[config.mk]
export PLATFORM = sky130hd
export DESIGN_NAME = luma_bank_sequencer
export DESIGN_NICKNAME = d
export VERILOG_FILES = /design/src/rtl/lbs_pkg.sv /design/src/rtl/lbs_phase_gen.sv /design/src/rtl/lbs_ctrl_reg.sv /design/src/rtl/lbs_access_sched.sv /design/src/rtl/lbs_capture.sv /design/src/rtl/luma_bank_sequencer.sv
export SDC_FILE = /design/constraint.sdc
export NUM_CORES = 1
export LEC_CHECK = 0
export CORE_UTILIZATION = 33
export CTS_CLUSTER_SIZE = 25
export DETAILED_ROUTE_END_ITERATION = 8
export MAX_ROUTING_LAYER = met4
export SYNTH_ARGS = -nofsm -noshare
export SYNTH_HDL_FRONTEND = slang
export SYNTH_SLANG_ARGS = --single-unit
[constraint.sdc]
create_clock -name clk -period 5.95 [get_ports clk]
set_clock_uncertainty 0.1 [all_clocks]
set_input_delay 0.8925 -clock clk [delete_from_list [all_inputs] [get_ports clk]]
set_output_delay 0.8925 -clock clk [all_outputs]
set_load 0.02 [all_outputs]
[src/rtl/lbs_pkg.sv]
package lbs_pkg;

  typedef enum logic [2:0] {
    ACC_IDLE,
    ACC_LUMA_RD,
    ACC_PLAIN_RD,
    ACC_SRAM_WR,
    ACC_CTL_WR
  } acc_kind_t;

  // Read slot that a phase belongs to when a bus cycle of `phases`
  // clocks is shared by `reads` accesses.
  function automatic int slot_of(input int p, input int phases, input int reads);
    return (p * reads) / phases;
  endfunction

  // Last phase that belongs to slot s.
  function automatic int slot_last_phase(input int s, input int phases, input int reads);
    return ((s + 1) * phases + reads - 1) / reads - 1;
  endfunction

endpackage

[src/rtl/lbs_phase_gen.sv]
module lbs_phase_gen #(
  parameter int PHASES = 8,
  parameter int PH_W   = $clog2(PHASES)
) (
  input  logic            clk,
  input  logic            rst,
  input  logic            phi2,
  output logic [PH_W-1:0] ph,
  output logic [PH_W-1:0] nph,
  output logic            fall
);
  localparam logic [PH_W-1:0] PH_LAST = PH_W'(PHASES - 1);

  logic phi2_q;

  assign fall = phi2_q & ~phi2;

  always_comb begin
    if (fall)
      nph = '0;
    else if (ph == PH_LAST)
      nph = ph;
    else
      nph = ph + 1'b1;
  end

  always_ff @(posedge clk) begin
    if (rst) begin
      phi2_q <= 1'b0;
      ph     <= PH_LAST;
    end else begin
      phi2_q <= phi2;
      ph     <= nph;
    end
  end
endmodule

[src/rtl/lbs_ctrl_reg.sv]
module lbs_ctrl_reg #(
  parameter int BANK_W = 4,
  parameter int MODE_W = 2
) (
  input  logic                     clk,
  input  logic                     rst,
  input  logic                     wr_en,
  input  logic [BANK_W+MODE_W-1:0] wdata,
  output logic [BANK_W-1:0]        bank,
  output logic [MODE_W-1:0]        mode
);
  always_ff @(posedge clk) begin
    if (rst) begin
      bank <= '0;
      mode <= '0;
    end else if (wr_en) begin
      bank <= wdata[BANK_W-1:0];
      mode <= wdata[BANK_W+MODE_W-1:BANK_W];
    end
  end
endmodule

[src/rtl/lbs_access_sched.sv]
module lbs_access_sched
  import lbs_pkg::*;
#(
  parameter int PHASES     = 8,
  parameter int PH_W       = $clog2(PHASES),
  parameter int BANK_W     = 4,
  parameter int LUMA_READS = 2
) (
  input  logic              clk,
  input  logic              rst,
  input  logic [PH_W-1:0]   nph,
  input  acc_kind_t         kind,
  input  logic [BANK_W-1:0] base,
  output logic [BANK_W-1:0] sram_bank,
  output logic              sram_ce_n,
  output logic              sram_oe_n,
  output logic              sram_we_n
);
  localparam int READS    = LUMA_READS + 1;
  localparam int WE_FIRST = PHASES / 2;
  localparam int WE_LAST  = PHASES - 2;

  logic [BANK_W-1:0] luma_bank;
  logic              we_window;

  always_comb begin
    int off;
    off       = LUMA_READS - slot_of(int'(nph), PHASES, READS);
    luma_bank = base + BANK_W'(off);
    we_window = (int'(nph) >= WE_FIRST) && (int'(nph) <= WE_LAST);
  end

  always_ff @(posedge clk) begin
    if (rst) begin
      sram_bank <= '0;
      sram_ce_n <= 1'b1;
      sram_oe_n <= 1'b1;
      sram_we_n <= 1'b1;
    end else begin
      sram_bank <= base;
      sram_ce_n <= 1'b1;
      sram_oe_n <= 1'b1;
      sram_we_n <= 1'b1;
      case (kind)
        ACC_LUMA_RD: begin
          sram_bank <= luma_bank;
          sram_ce_n <= 1'b0;
          sram_oe_n <= 1'b0;
        end
        ACC_PLAIN_RD: begin
          sram_ce_n <= 1'b0;
          sram_oe_n <= 1'b0;
        end
        ACC_SRAM_WR: begin
          sram_ce_n <= 1'b0;
          sram_we_n <= ~we_window;
        end
        default: ;
      endcase
    end
  end
endmodule

[src/rtl/lbs_capture.sv]
module lbs_capture
  import lbs_pkg::*;
#(
  parameter int DATA_W     = 8,
  parameter int PHASES     = 8,
  parameter int PH_W       = $clog2(PHASES),
  parameter int LUMA_READS = 2
) (
  input  logic                         clk,
  input  logic                         rst,
  input  logic [PH_W-1:0]              ph,
  input  logic                         fall,
  input  acc_kind_t                    kind,
  input  logic [DATA_W-1:0]            rdata,
  output logic [DATA_W-1:0]            host_dout,
  output logic                         host_doe,
  output logic [DATA_W*LUMA_READS-1:0] luma_word,
  output logic                         luma_valid
);
  localparam int READS    = LUMA_READS + 1;
  localparam int LAST_CAP = slot_last_phase(LUMA_READS - 1, PHASES, READS);
  localparam int HOST_CAP = PHASES - 2;

  logic                         step;
  logic                         luma_rd;
  logic [DATA_W*LUMA_READS-1:0] assembled;

  assign step    = ~fall;
  assign luma_rd = (kind == ACC_LUMA_RD);

  // Earlier luma bytes are staged; the last one joins straight from the SRAM.
  for (genvar g = 0; g < LUMA_READS - 1; g++) begin : g_stage
    localparam int CAP = slot_last_phase(g, PHASES, READS);
    logic [DATA_W-1:0] byte_q;

    always_ff @(posedge clk) begin
      if (rst)
        byte_q <= '0;
      else if (step && luma_rd && ph == PH_W'(CAP))
        byte_q <= rdata;
    end

    assign assembled[(LUMA_READS-1-g)*DATA_W +: DATA_W] = byte_q;
  end
  assign assembled[DATA_W-1:0] = rdata;

  always_ff @(posedge clk) begin
    if (rst) begin
      luma_word  <= '0;
      luma_valid <= 1'b0;
    end else begin
      luma_valid <= 1'b0;
      if (step && luma_rd && ph == PH_W'(LAST_CAP)) begin
        luma_word  <= assembled;
        luma_valid <= 1'b1;
      end
    end
  end

  always_ff @(posedge clk) begin
    if (rst) begin
      host_dout <= '0;
      host_doe  <= 1'b0;
    end else if (fall) begin
      host_doe <= 1'b0;
    end else if (ph == PH_W'(HOST_CAP) &&
                 (kind == ACC_LUMA_RD || kind == ACC_PLAIN_RD)) begin
      host_dout <= rdata;
      host_doe  <= 1'b1;
    end
  end
endmodule

[src/rtl/luma_bank_sequencer.sv]
module luma_bank_sequencer
  import lbs_pkg::*;
#(
  parameter int DATA_W     = 8,
  parameter int BANK_W     = 4,
  parameter int MODE_W     = 2,
  parameter int PHASES     = 8,
  parameter int LUMA_READS = 2,
  parameter int PH_W       = $clog2(PHASES),
  parameter int CTRL_W     = BANK_W + MODE_W,
  parameter int LUMA_W     = DATA_W * LUMA_READS
) (
  input  logic              clk,
  input  logic              rst,
  input  logic              phi2,
  input  logic              bus_rw,
  input  logic              win_sel_n,
  input  logic              ctl_sel_n,
  input  logic [CTRL_W-1:0] ctl_data,
  input  logic [DATA_W-1:0] sram_rdata,
  output logic [DATA_W-1:0] host_dout,
  output logic              host_doe,
  output logic [BANK_W-1:0] sram_bank,
  output logic              sram_ce_n,
  output logic              sram_oe_n,
  output logic              sram_we_n,
  output logic [LUMA_W-1:0] luma_word,
  output logic              luma_valid,
  output logic [MODE_W-1:0] luma_mode
);
  localparam int CTL_CAP = PHASES - 2;

  logic [PH_W-1:0]   ph;
  logic [PH_W-1:0]   nph;
  logic              fall;
  logic [BANK_W-1:0] base;
  logic [MODE_W-1:0] mode;
  logic              ctl_wr;
  acc_kind_t         kind;

  always_comb begin
    kind = ACC_IDLE;
    if (!win_sel_n) begin
      if (!bus_rw)
        kind = ACC_SRAM_WR;
      else if (mode != '0)
        kind = ACC_LUMA_RD;
      else
        kind = ACC_PLAIN_RD;
    end else if (!ctl_sel_n && !bus_rw) begin
      kind = ACC_CTL_WR;
    end
  end

  assign ctl_wr    = (kind == ACC_CTL_WR) && !fall && (ph == PH_W'(CTL_CAP));
  assign luma_mode = mode;

  lbs_phase_gen #(.PHASES(PHASES), .PH_W(PH_W)) u_phase (
    .clk (clk),
    .rst (rst),
    .phi2(phi2),
    .ph  (ph),
    .nph (nph),
    .fall(fall)
  );

  lbs_ctrl_reg #(.BANK_W(BANK_W), .MODE_W(MODE_W)) u_ctrl (
    .clk  (clk),
    .rst  (rst),
    .wr_en(ctl_wr),
    .wdata(ctl_data),
    .bank (base),
    .mode (mode)
  );

  lbs_access_sched #(
    .PHASES(PHASES), .PH_W(PH_W), .BANK_W(BANK_W), .LUMA_READS(LUMA_READS)
  ) u_sched (
    .clk      (clk),
    .rst      (rst),
    .nph      (nph),
    .kind     (kind),
    .base     (base),
    .sram_bank(sram_bank),
    .sram_ce_n(sram_ce_n),
    .sram_oe_n(sram_oe_n),
    .sram_we_n(sram_we_n)
  );

  lbs_capture #(
    .DATA_W(DATA_W), .PHASES(PHASES), .PH_W(PH_W), .LUMA_READS(LUMA_READS)
  ) u_cap (
    .clk       (clk),
    .rst       (rst),
    .ph        (ph),
    .fall      (fall),
    .kind      (kind),
    .rdata     (sram_rdata),
    .host_dout (host_dout),
    .host_doe  (host_doe),
    .luma_word (luma_word),
    .luma_valid(luma_valid)
  );
endmodule

==> reports/metrics.yaml <==
floorplanning:
  dieHeight_um: 81.5
  rows: 28
  ios: 55
  start_util: 0.346
  die-area_mm2: 0.00664
  fp.dieW_um: 81.5
  coreArea_mm2: 0.00603
timing:
  slew_violations: 0
  finalSetupTns_ns: 0
  fin_ws_ns: 1.83
  rsz0062_at_grt: "no"
  tightest_slew_ns: 0.930
  period_share: 0.693
  hold_viol: 0
  layout_min_cycle_time_ns: 4.12
  slew_headroom: 0.376
  max_freq_mhz: 243
  setup_violations: 0
clock_network:
  cts_root_buffer: "clkbuf_8"
  cts_tree: "yes"
  post-cts-setup-buffers: 0
  worstSkewPairLatency_ns: 0.31
  postCtsHoldBufs: 0
  cts_max_path_buffers: 2
  clk_pin_slew_ns: 0.09
  cts.sinks: 51
  cts_resized: 0
  htree_levels: 2
  cts_buffers: 5
hold_path:
  hold_path.class: "register to register"
  hold_path_end: "u_cap.luma_word[14]$_SDFFE_PP0P_"
  whs_path_depth: 2
  hold_path_startpoint: "u_cap.luma_word[14]$_SDFFE_PP0P_"
global_route:
  grt_use_total: 0.144
  first_global_vias: 1529
  busiest_layer: "met2"
  grt_overflow_total: 0
  grt_max_degree: 37
  use_met3: 0.0311
  grt_pass1_wl_um: 7000
  antenna_found_initial: 0
  met1_usage: 0.176
  use_met2: 0.225
finish:
  nNetsFinal: 303
  diodes: 0
  multi_input_area_um2: 961
  drive_above_1_share: 0.0509
  fillers: 636
  syn_to_final_growth_pct: 33.3
  seq_area_mm2: 0.00102
critical_path:
  worstSetupEndpointType: "register"
  rr_endpoint: "u_sched.sram_bank[3]$_SDFF_PP0_"
  rr_worst_depth: 13
  crit_type: "primary input to register"
  rrSetupSlack_ns: 2.50
  rr_startpoint: "u_phase.phi2_q$_SDFF_PP0_"
  cp.arrival_ns: 4.22
  worstPathRequired_ns: 6.05
  cp_max_fo: 7
  cp-start-kind: "primary input"
synth:
  synth.avg_cell_area_um2: 9.40
  seq_area_frac_synth: 0.490
  syn_area_mm2: 0.00209
  synth_nets: 251
  synth_cells: 222
  synth_warnings: 0
  ys_seq_elements: 51
  synth_cell_types: 29
placement:
  pre_cts_ws_ns: 1.47
  port_buffers: 54
  gp_congestion: 0.866
  dp_hpwl_um: 2980
detailed_routing:
  ant_nets: 0
  vias_per_cell: 4.64
  wirelength_um: 4280
  wire_per_inst_um: 12.2
  drc: 0
  drtIter0Drc: 97
  num_vias: 1624
  drt_first_pass_iters: 4
power_and_ir_drop:
  powerDensity_mw_per_mm2: 309
  vdd_drop_max_mv: 0.113
  p_leak_nw: 0.961
flow_run:
  drv_cap: 0
outcome:
  run_status: "finished, final reports clean"
==> state kept, by name (all words and copies together), names as in the netlist <==
name                  flops
u_cap.luma_word          16
u_cap.g_stage.byte_q      8
u_cap.host_dout           8
u_ctrl.bank               4
u_sched.sram_bank         4
u_phase.ph                3
u_ctrl.mode               2
u_cap.host_doe            1
u_cap.luma_valid          1
u_phase.phi2_q            1
u_sched.sram_ce_n         1
u_sched.sram_oe_n         1
u_sched.sram_we_n         1
==> Yosys cell counts <==
master / count / area share
xor2_1: 1 / 0.0042
ha_1: 8 / 0.048
nand4b_1: 1 / 0.0042
clkbuf_1: 5 / 0.0090
a31oi_1: 1 / 0.0030
nand3_1: 1 / 0.0024
or2_2: 1 / 0.0030
inv_1: 11 / 0.020
nand3b_1: 1 / 0.0036
dfxtp_1: 51 / 0.49
nand2b_1: 5 / 0.015
a21o_1: 2 / 0.0072
buf_6: 3 / 0.016
nor2_1: 30 / 0.054
a211oi_1: 1 / 0.0036
nor3_2: 1 / 0.0048
xnor2_1: 3 / 0.013
a41o_1: 1 / 0.0048
nor3_1: 2 / 0.0048
nor2b_1: 2 / 0.0060
nand2_1: 38 / 0.068
mux2i_1: 23 / 0.11
a21oi_1: 19 / 0.046
buf_2: 2 / 0.0048
fa_1: 1 / 0.0096
nor4_4: 3 / 0.031
o311ai_0: 1 / 0.0042
or4_1: 1 / 0.0036
o21ai_0: 3 / 0.0072
==> cell type report <==
class	count	share of cell area
inverters	11	0.0149
flip-flops and latches	51	0.367
clock buffers	5	0.0248
clock inverters	3	0.0167
well taps	75	0.0338
multi-input cells	150	0.346
repair buffers	55	0.197
==> worst max-delay path by stage <==
stage	startpoint	end	slack, ns	depth (start not counted)
6_report	phi2	u_sched.sram_bank[3]$_SDFF_PP0_	1.83	14
3_3_place_gp	phi2	u_sched.sram_bank[3]$_SDFF_PP0_	1.62	14
2_1_floorplan	phi2	u_sched.sram_bank[3]$_SDFF_PP0_	2.66	14
3_5_place_dp	phi2	u_sched.sram_bank[3]$_SDFF_PP0_	1.47	14
4_1_cts	phi2	u_sched.sram_bank[3]$_SDFF_PP0_	1.79	14
5_1_grt	phi2	u_sched.sram_bank[3]$_SDFF_PP0_	1.60	14
==> metrics by stage <==
stage	util	std cells	hold slack, ns	power (mW)	instance area [um^2]
finish	0.461	350	0.357	0.858	2780
global route	0.461	350	0.382	0.919	2780
CTS	0.461	350	0.361	0.870	2780
detailed placement	0.442	342	0.345	0.618	2670
global placement	0.442	342	0.340	0.613	2670
floorplan	-	222	0.331	0.551	2090
==> cell families (layout without fill, tap and decap cells) <==
family                     Yosys count  count (layout)  share of synthesized area
xor gates and xnor gates             4               4                     0.0168
DFF                                 51              51                      0.490
adders and majority gates            9               9                     0.0576
muxes                               23              23                      0.110
buffers and inverters               21              74                     0.0498
AOI/OAI and AO/OA                   28              28                     0.0756
and+or+nand+nor                     86              86                      0.200
==> cells in the final DEF, fill, tap and decap left out, types with 2 or more instances in the layout <==
cell / netlist / final
a21oi_1: 19 / 19
nor4_4: 3 / 3
xnor2_1: 3 / 3
nor3_1: 2 / 2
dfxtp_1: 51 / 51
clkbuf_8: 0 / 5
o21ai_0: 3 / 3
nor2_1: 30 / 30
nand2b_1: 5 / 5
nand2_1: 38 / 38
nor2b_1: 2 / 2
clkdlybuf4s50_1: 0 / 54
inv_1: 11 / 11
a21o_1: 2 / 2
mux2i_1: 23 / 23
ha_1: 8 / 8
==> worst max-delay path, stage by stage <==
cell and delay (ns):
clkdlybuf4s50_1 0.43, nor2b_1 0.73, a21oi_1 0.20, ha_1 0.34
a31oi_1 0.17, xnor2_1 0.16, ha_1 0.17, inv_1 0.04
ha_1 0.18, fa_1 0.38, xor2_1 0.15, nor3_1 0.18
xnor2_1 0.14, nor2_1 0.05
==> report_power, final <==
group / switching, mW / internal (mW)
Clock: 0.118 / 0.127
Combinational: 0.131 / 0.114
Sequential: 0.0117 / 0.356
Total: 0.261 / 0.597
==> per-layer routing <==
layer  wire length (um)  vias to the layer above  part of all wire
li1                   -                      835                 -
met1               2000                      747              0.47
met2               2030                       37              0.47
met3                184                        5             0.043
met4                 65                        0             0.015
met5                  0                        -                 0
No activity file was read; power rests on OpenSTA's default activity.
